$ cat config.mk
export PLATFORM = sky130hd
export DESIGN_NAME = blank_timing_gen
export DESIGN_NICKNAME = d
export VERILOG_FILES = /design/src/rtl/blank_timing_pkg.sv /design/src/rtl/btg_period_sel.sv /design/src/rtl/btg_span_counter.sv /design/src/rtl/btg_vblank_state.sv /design/src/rtl/btg_status_ctl.sv /design/src/rtl/blank_timing_gen.sv
export SDC_FILE = /design/constraint.sdc
export NUM_CORES = 1
export LEC_CHECK = 0
export ABC_AREA = 1
export BUFFER_PORTS_ARGS = -buffer_cell sky130_fd_sc_hd__buf_2
export CAP_MARGIN = 5
export CORE_UTILIZATION = 46
export DETAILED_ROUTE_END_ITERATION = 6
export GPL_TIMING_DRIVEN = 0
export HOLD_SLACK_MARGIN = 0.05
export PLACE_DENSITY = 0.7
export SYNTH_ARGS = -nofsm -noshare
export SYNTH_HDL_FRONTEND = slang
export SYNTH_SLANG_ARGS = --single-unit
export TNS_END_PERCENT = 10
$ cat constraint.sdc
create_clock -name clk -period 2 [get_ports clk]
set_input_delay 0.2 -clock clk [delete_from_list [all_inputs] [get_ports clk]]
set_output_delay 0.2 -clock clk [all_outputs]
set_load 0.01 [all_outputs]
$ cat src/rtl/blank_timing_pkg.sv
// Package: shared bit positions and sizes for the blanking interval generator.
// Assumes a 16-bit status word and a 4-line system interrupt vector.
package blank_timing_pkg;
    localparam int ST_W         = 16;
    localparam int ST_HEND_BIT  = 2;
    localparam int ST_VEND_BIT  = 3;
    localparam int ST_FIELD_BIT = 13;
    localparam int MSK_HEND_BIT = 10;
    localparam int MSK_VEND_BIT = 11;
    localparam int SYS_IRQ_W    = 4;
    localparam int SYS_VSTART   = 2;
    localparam int SYS_VEND     = 3;

    // Strobes of one cycle, passed from the timing logic to the status logic.
    typedef struct packed {
        logic h_end;
        logic v_start;
        logic v_end;
    } blank_evt_t;
endpackage

$ cat src/rtl/btg_period_sel.sv
// Module: picks the horizontal and vertical period lengths from the rate and
// scan selects. Purely combinational; the counters sample the result.
module btg_period_sel #(
    parameter int HW = 16,
    parameter int VW = 24
) (
    input  logic          sel_50hz,
    input  logic          sel_interlace,
    input  logic [HW-1:0] h_len_50,
    input  logic [HW-1:0] h_len_60,
    input  logic [VW-1:0] v_len_50i,
    input  logic [VW-1:0] v_len_50p,
    input  logic [VW-1:0] v_len_60i,
    input  logic [VW-1:0] v_len_60p,
    output logic [HW-1:0] h_len_sel,
    output logic [VW-1:0] v_len_sel
);
    // Horizontal length depends on the rate only.
    always_comb h_len_sel = sel_50hz ? h_len_50 : h_len_60;

    // Vertical length depends on rate and scan type.
    always_comb begin
        unique case ({sel_50hz, sel_interlace})
            2'b11:   v_len_sel = v_len_50i;
            2'b10:   v_len_sel = v_len_50p;
            2'b01:   v_len_sel = v_len_60i;
            default: v_len_sel = v_len_60p;
        endcase
    end
endmodule

$ cat src/rtl/btg_span_counter.sv
// Module: counts clocks 0..LEN-1 and flags the period start (count 0) and the
// midpoint (count LEN/2, rounded down). LEN is sampled in reset and at the
// edge that ends a period. Assumes LEN >= 2.
module btg_span_counter #(
    parameter int W = 16
) (
    input  logic         clk,
    input  logic         rst_n,
    input  logic [W-1:0] len_next,
    output logic         at_start,
    output logic         at_mid
);
    localparam logic [W-1:0] ONE = W'(1);

    logic [W-1:0] cnt_q;
    logic [W-1:0] len_q;
    logic         wrap;

    // The period ends on its last count.
    always_comb wrap = (cnt_q == len_q - ONE);

    // Advance the count; take up a new length at the period boundary.
    always_ff @(posedge clk) begin
        if (!rst_n) begin
            cnt_q <= '0;
            len_q <= len_next;
        end else if (wrap) begin
            cnt_q <= '0;
            len_q <= len_next;
        end else begin
            cnt_q <= cnt_q + ONE;
        end
    end

    // Decode the two event positions.
    always_comb begin
        at_start = (cnt_q == '0);
        at_mid   = (cnt_q == (len_q >> 1));
    end
endmodule

$ cat src/rtl/btg_vblank_state.sv
// Module: holds the in-blank state and the interlace field bit. The midpoint
// counts as vertical blank end only while in blank.
module btg_vblank_state (
    input  logic clk,
    input  logic rst_n,
    input  logic v_at_start,
    input  logic v_at_mid,
    output logic v_end,
    output logic in_vblank,
    output logic field
);
    // Qualify the midpoint with the blank state.
    always_comb v_end = v_at_mid & in_vblank;

    // Set in blank at start, clear at end.
    always_ff @(posedge clk) begin
        if (!rst_n)          in_vblank <= 1'b0;
        else if (v_at_start) in_vblank <= 1'b1;
        else if (v_end)      in_vblank <= 1'b0;
    end

    // Flip the field at every vertical blank end.
    always_ff @(posedge clk) begin
        if (!rst_n)     field <= 1'b0;
        else if (v_end) field <= ~field;
    end
endmodule

$ cat src/rtl/btg_status_ctl.sv
// Module: sticky event flags, per-event interrupt arming, the masked display
// interrupt and the system interrupt pulses. An event wins over a clear that
// lands in the same cycle.
module btg_status_ctl
    import blank_timing_pkg::*;
(
    input  logic                      clk,
    input  logic                      rst_n,
    input  blank_evt_t                evt,
    input  logic                      field,
    input  logic                      status_wr,
    input  logic [ST_VEND_BIT:ST_HEND_BIT]   status_wdata,
    input  logic [MSK_VEND_BIT:MSK_HEND_BIT] irq_mask,
    output logic [ST_W-1:0]           status,
    output logic                      disp_irq,
    output logic [SYS_IRQ_W-1:0]      sys_irq
);
    logic flag_h_q, flag_v_q;
    logic arm_h_q, arm_v_q;
    logic clr_h, clr_v;
    logic [SYS_IRQ_W-1:0] sys_d;

    // Decode the write-one-to-clear requests.
    always_comb begin
        clr_h = status_wr & status_wdata[ST_HEND_BIT];
        clr_v = status_wr & status_wdata[ST_VEND_BIT];
    end

    // Horizontal flag and arm: the event sets the flag and disarms; a clear re-arms.
    always_ff @(posedge clk) begin
        if (!rst_n) begin
            flag_h_q <= 1'b0;
            arm_h_q  <= 1'b1;
        end else if (evt.h_end) begin
            flag_h_q <= 1'b1;
            arm_h_q  <= 1'b0;
        end else if (clr_h) begin
            flag_h_q <= 1'b0;
            arm_h_q  <= 1'b1;
        end
    end

    // Vertical flag and arm, same rules.
    always_ff @(posedge clk) begin
        if (!rst_n) begin
            flag_v_q <= 1'b0;
            arm_v_q  <= 1'b1;
        end else if (evt.v_end) begin
            flag_v_q <= 1'b1;
            arm_v_q  <= 1'b0;
        end else if (clr_v) begin
            flag_v_q <= 1'b0;
            arm_v_q  <= 1'b1;
        end
    end

    // Display interrupt: an armed event with its mask bit clear.
    always_ff @(posedge clk) begin
        if (!rst_n) disp_irq <= 1'b0;
        else        disp_irq <= (evt.h_end & arm_h_q & ~irq_mask[MSK_HEND_BIT])
                              | (evt.v_end & arm_v_q & ~irq_mask[MSK_VEND_BIT]);
    end

    // Route the vertical events onto their system interrupt lines.
    for (genvar i = 0; i < SYS_IRQ_W; i++) begin : g_sys
        if (i == SYS_VSTART) begin : g_vs
            assign sys_d[i] = evt.v_start;
        end else if (i == SYS_VEND) begin : g_ve
            assign sys_d[i] = evt.v_end;
        end else begin : g_idle
            assign sys_d[i] = 1'b0;
        end
    end

    // Register the system interrupt pulses.
    always_ff @(posedge clk) begin
        if (!rst_n) sys_irq <= '0;
        else        sys_irq <= sys_d;
    end

    // Assemble the status word.
    always_comb begin
        status               = '0;
        status[ST_HEND_BIT]  = flag_h_q;
        status[ST_VEND_BIT]  = flag_v_q;
        status[ST_FIELD_BIT] = field;
    end
endmodule

$ cat src/rtl/blank_timing_gen.sv
// Module: top of the blanking interval generator. Chooses the period lengths,
// runs the horizontal and vertical counters, tracks blank state and field, and
// drives the status word and interrupts. Assumes H >= 2 and V >= 4.
module blank_timing_gen
    import blank_timing_pkg::*;
#(
    parameter int HW = 16,
    parameter int VW = 24
) (
    input  logic                      clk,
    input  logic                      rst_n,
    input  logic                      sel_50hz,
    input  logic                      sel_interlace,
    input  logic [HW-1:0]             h_len_50,
    input  logic [HW-1:0]             h_len_60,
    input  logic [VW-1:0]             v_len_50i,
    input  logic [VW-1:0]             v_len_50p,
    input  logic [VW-1:0]             v_len_60i,
    input  logic [VW-1:0]             v_len_60p,
    input  logic                      status_wr,
    input  logic [ST_VEND_BIT:ST_HEND_BIT]   status_wdata,
    input  logic [MSK_VEND_BIT:MSK_HEND_BIT] irq_mask,
    output logic                      hblank_start,
    output logic                      hblank_end,
    output logic                      vblank_start,
    output logic                      vblank_end,
    output logic                      in_vblank,
    output logic                      field,
    output logic [ST_W-1:0]           status,
    output logic                      disp_irq,
    output logic [SYS_IRQ_W-1:0]      sys_irq
);
    logic [HW-1:0] h_len_sel;
    logic [VW-1:0] v_len_sel;
    logic          v_at_mid;
    blank_evt_t    evt;

    btg_period_sel #(.HW(HW), .VW(VW)) u_sel (
        .sel_50hz      (sel_50hz),
        .sel_interlace (sel_interlace),
        .h_len_50      (h_len_50),
        .h_len_60      (h_len_60),
        .v_len_50i     (v_len_50i),
        .v_len_50p     (v_len_50p),
        .v_len_60i     (v_len_60i),
        .v_len_60p     (v_len_60p),
        .h_len_sel     (h_len_sel),
        .v_len_sel     (v_len_sel)
    );

    btg_span_counter #(.W(HW)) u_hcnt (
        .clk      (clk),
        .rst_n    (rst_n),
        .len_next (h_len_sel),
        .at_start (hblank_start),
        .at_mid   (hblank_end)
    );

    btg_span_counter #(.W(VW)) u_vcnt (
        .clk      (clk),
        .rst_n    (rst_n),
        .len_next (v_len_sel),
        .at_start (vblank_start),
        .at_mid   (v_at_mid)
    );

    btg_vblank_state u_vstate (
        .clk        (clk),
        .rst_n      (rst_n),
        .v_at_start (vblank_start),
        .v_at_mid   (v_at_mid),
        .v_end      (vblank_end),
        .in_vblank  (in_vblank),
        .field      (field)
    );

    // Bundle the strobes for the status logic.
    always_comb begin
        evt.h_end   = hblank_end;
        evt.v_start = vblank_start;
        evt.v_end   = vblank_end;
    end

    btg_status_ctl u_stat (
        .clk          (clk),
        .rst_n        (rst_n),
        .evt          (evt),
        .field        (field),
        .status_wr    (status_wr),
        .status_wdata (status_wdata),
        .irq_mask     (irq_mask),
        .status       (status),
        .disp_irq     (disp_irq),
        .sys_irq      (sys_irq)
    );
endmodule

==> results.rst <==
.. list-table::
   :header-rows: 1

   * - Metric
     - Value
   * - Outcome
     - finished, violations left
   * - Violations in the final reports
     - setup timing
   * - Core region area
     - 13900 µm²
   * - Seq/Total Area, Yosys
     - 0.332
   * - GRT Total Usage
     - 0.256
   * - Setup TNS Final
     - -16.13 ns
   * - Summed instance area of the synthesized netlist
     - 6570 µm²
   * - Most used flip-flop cell after synthesis
     - sky130_fd_sc_hd__dfxtp_1
   * - Number of top-level pins
     - 164
   * - TritonCTS buffer count
     - 9
   * - Worst r2r src
     - u_vcnt.len_q[2]
   * - Max Clk Rate
     - 0.436 GHz
   * - Register clock-pin slew on the reported worst setup and hold paths
     - 0.07 ns
   * - Number of nets with antenna violations after detailed routing
     - 0
   * - Crit path required time
     - 2.06 ns
   * - Wire length per cell after detailed routing
     - 14.0 µm
   * - Hold WC Path Type
     - input pin to flip-flop
   * - Count of cells along the worst hold path
     - 4
   * - Finished layout cell area
     - 8320 µm²
   * - Number of standard cells after synthesis
     - 954
   * - Capture point of the worst reg-to-reg path
     - u_vcnt.len_q[8]
   * - Maximum number of buffers from clock root to sink
     - 2
   * - Time the worst path needs with I/O delays and setup
     - 2.29 ns
   * - Finish-stage setup viols
     - 80
   * - Worst IR drop on VDD
     - 0.369 mV
   * - PwrDens
     - 568 nW/µm²
   * - Synth Register Bits
     - 89
   * - Post-route non-filler standard cell count
     - 1337
   * - Hold_sp
     - irq_mask[11]
   * - Port buffer count
     - 146
   * - Dpl cell area
     - 7630 µm²
   * - Remaining DRCs
     - 0
   * - Number of antenna violations at the first check in global routing
     - 1
   * - Pins Over Slew Limit
     - 0
   * - Total Wirelength
     - 18700 µm
   * - Net count of the finished layout
     - 1294
   * - Area added between synthesis and finish
     - 26.6%
   * - Wire length of the first global-routing pass
     - 29200 µm
   * - Setup Skew
     - 0.00632 ns
   * - Average via count per standard cell
     - 4.97
   * - Count of TritonRoute iterations in the first routing pass
     - 5
   * - Placed wire-length estimate after detailed placement
     - 14400 µm
   * - Height of the die
     - 122 µm
   * - Leakage power
     - 3.78 nW
   * - Critical-path maximum fanout
     - 17
   * - Number of inserted filler cells in the final layout
     - 1330
   * - Total congestion overflow after global routing
     - 0
   * - Pwr Total
     - 4.73 mW
   * - Drt first-iter violations
     - 329
   * - Part of the cycle the worst path needs
     - 1.15
   * - Row count
     - 43
   * - Transition time at the pin with the least slew margin
     - 0.653 ns
   * - Count of cell types in the netlist
     - 40
   * - Maximum number of pins on one net before global-route repair
     - 26
   * - Data arrival, critical path
     - 2.35 ns
   * - Final count of hold timing violations
     - 0
   * - Leading cell type in the layout, fill and taps excluded
     - sky130_fd_sc_hd__nand2_1
   * - Ys Warns
     - 0
   * - Synthesized area divided by synthesized cell count
     - 6.89 µm²
   * - Type of the worst setup path
     - flip-flop to flip-flop
   * - Crit path capture type
     - flip-flop
   * - Clock tree root buffer cell
     - sky130_fd_sc_hd__clkbuf_16
   * - Clock tree from TritonCTS
     - yes
   * - Starting density of the core
     - 0.472
   * - Proportion of synthesized flip-flops having asynchronous set or reset
     - 0
   * - Weighted congestion at the end of routability-driven global placement
     - 0.961
   * - Worst-skew pair later-pin latency
     - 0.35 ns
   * - Hold Path Sink
     - u_stat.disp_irq
   * - Setup slack of the most critical reg-to-reg path
     - -0.29 ns
   * - Fraction of final layout cells sized beyond drive strength 1
     - 0.259
   * - Number of global-route vias before repair
     - 6008
   * - Clk sinks
     - 89
   * - Worst setup slack after layout
     - -0.291 ns
   * - CTS hold repair buffers
     - 0
   * - Critical Path Start Type
     - flip-flop
   * - Commonest cells after routing, fill and taps aside
     - sky130_fd_sc_hd__nand2_1, sky130_fd_sc_hd__buf_2, sky130_fd_sc_hd__nor2_1
   * - Worst slew margin relative to its limit
     - 0.565
   * - Number of placed cells counting well taps
     - 1294
   * - Setup repair after global routing missed its margin
     - true
   * - Vias after detailed routing
     - 6640
   * - Number of synthesized flops with an enable pin
     - 40
   * - Max-cap check violation count
     - 0
   * - Die outline width
     - 122 µm
   * - Cell depth of the worst flop-to-flop path
     - 12
   * - Share of the core filled with cells
     - 0.597
   * - Number of H-tree branching levels
     - 3
   * - Die Outline Area
     - 14800 µm²
-- report_power, final --
group	internal, mW	switching (mW)	leakage (nW)
Clock	0.980	0.747	0.147
Sequential	2.00	0.118	0.792
Combinational	0.410	0.470	2.84
Total	3.39	1.34	3.78
-- state kept, by name (all words and copies together) (netlist names) --
register,count
u_hcnt.cnt_q,16
u_stat.sys_irq,2
u_stat.flag_h_q,1
u_stat.flag_v_q,1
u_stat.arm_h_q,1
u_vstate.field,1
u_vstate.in_vblank,1
u_hcnt.len_q,16
u_stat.arm_v_q,1
u_vcnt.len_q,24
u_stat.disp_irq,1
u_vcnt.cnt_q,24
-- metal layers --
layer  up-vias  wire length (µm)  GRT usage
met1      3019              8160      0.329
met5         -                 0          0
met4         0               484     0.0957
met3        36               832     0.0379
li1       3411                 -          -
met2       174              9220      0.433
-- Yosys cell counts (2+ instances only) --
master                       n  area, µm²
sky130_fd_sc_hd__nand2_1   252        946
sky130_fd_sc_hd__nor2_1    132        495
sky130_fd_sc_hd__inv_1     109        409
sky130_fd_sc_hd__nand3_1    77        385
sky130_fd_sc_hd__xor2_1     59        517
sky130_fd_sc_hd__dfxtp_1    49        981
sky130_fd_sc_hd__nand4_1    48        300
sky130_fd_sc_hd__edfxtp_1   40       1200
sky130_fd_sc_hd__xnor2_1    24        210
sky130_fd_sc_hd__clkbuf_1   21       78.8
sky130_fd_sc_hd__buf_4      19        143
sky130_fd_sc_hd__mux2_2     16        180
sky130_fd_sc_hd__nor3_1     13       65.1
sky130_fd_sc_hd__o21ai_0    11       55.1
sky130_fd_sc_hd__nand3b_1    8       60.1
sky130_fd_sc_hd__nor2_2      8       50.1
sky130_fd_sc_hd__nor4_1      8       50.1
sky130_fd_sc_hd__buf_2       7       35.0
sky130_fd_sc_hd__nand2_2     7       43.8
sky130_fd_sc_hd__a21oi_1     6       30.0
sky130_fd_sc_hd__ha_1        6       75.1
sky130_fd_sc_hd__nor3_2      4       40.0
sky130_fd_sc_hd__or2_2       4       25.0
sky130_fd_sc_hd__inv_2       3       11.3
sky130_fd_sc_hd__o21ai_1     3       15.0
sky130_fd_sc_hd__o22ai_1     3       18.8
sky130_fd_sc_hd__buf_6       2       22.5
sky130_fd_sc_hd__nor2_4      2       22.5
sky130_fd_sc_hd__o21bai_1    2       15.0
-- worst max-delay path, cell delays in order (launching register included) --
cell and delay (ns):
sky130_fd_sc_hd__edfxtp_1 0.51, sky130_fd_sc_hd__nor2_1 0.17, sky130_fd_sc_hd__nand2_2 0.14, sky130_fd_sc_hd__nor2_4 0.23, sky130_fd_sc_hd__nand2_2 0.11, sky130_fd_sc_hd__inv_2 0.08, sky130_fd_sc_hd__nand3_2 0.06, sky130_fd_sc_hd__a21oi_2 0.12
sky130_fd_sc_hd__nand2_1 0.06, sky130_fd_sc_hd__nor2_2 0.13, sky130_fd_sc_hd__nand2_2 0.09, sky130_fd_sc_hd__nand2_4 0.11, sky130_fd_sc_hd__buf_12 0.18
-- how the worst max path moves through the flow --
stage | start | end | slack, ns | depth (start not counted)
after global placement | u_vcnt.len_q[7] | u_vcnt.len_q[5] | -0.43 | 12
final | u_vcnt.len_q[2] | u_vcnt.len_q[8] | -0.29 | 12
after CTS | u_vcnt.len_q[1] | u_vcnt.len_q[8] | -0.38 | 15
after floorplan | u_vcnt.len_q[5] | u_vcnt.len_q[0] | -0.02 | 12
after detailed placement | u_vcnt.len_q[7] | u_vcnt.len_q[5] | -0.45 | 12
after global routing | u_vcnt.len_q[1] | u_vcnt.len_q[11] | -0.43 | 16
-- timing repair --
| item | in CTS | in global routing |
|---|---|---|
| buffers inserted | 14 | 11 |
| resized for setup | 16 | 28 |
| cloned | 2 | 1 |
| pin swaps | 6 | 11 |
| setup endpoints to repair | 82 | 84 |
| endpoints found under the hold margin | 0 | 0 |
-- layout make-up --
type | instances | area [µm²] | area share
Clock buffer | 9 | 225 | 0.0271
Clock inverter | 7 | 75.1 | 0.00902
Antenna cell | 1 | 2.50 | 0.000301
Tap cell | 180 | 225 | 0.0271
Multi-Input combinational cell | 717 | 3910 | 0.470
Buffer | 49 | 290 | 0.0349
Inverter | 113 | 424 | 0.0510
Timing Repair Buffer | 172 | 985 | 0.118
Sequential cell | 89 | 2180 | 0.262
-- kinds of logic (layout without fill, tap and decap cells) --
group,Yosys count,count (layout),synth area share
buffers and inverters,163,350,0.108
AOI/OAI and AO/OA,28,28,0.0238
and+or+nand+nor,567,568,0.383
muxes,16,16,0.0274
adders and majority gates,6,6,0.0114
other,1,16,0.000570
DFF,89,89,0.332
xor gates and xnor gates,84,84,0.114
-- metrics by stage --
| step | worst slack [ns] | hold slack, ns |
|---|---|---|
| after floorplan | -0.0205 | 0.358 |
| after global placement | -0.432 | 0.457 |
| after detailed placement | -0.450 | 0.454 |
| after CTS | -0.376 | 0.0907 |
| after global routing | -0.431 | 0.123 |
| final | -0.291 | 0.0979 |
Note: power is estimated with default switching activity, not from simulation.
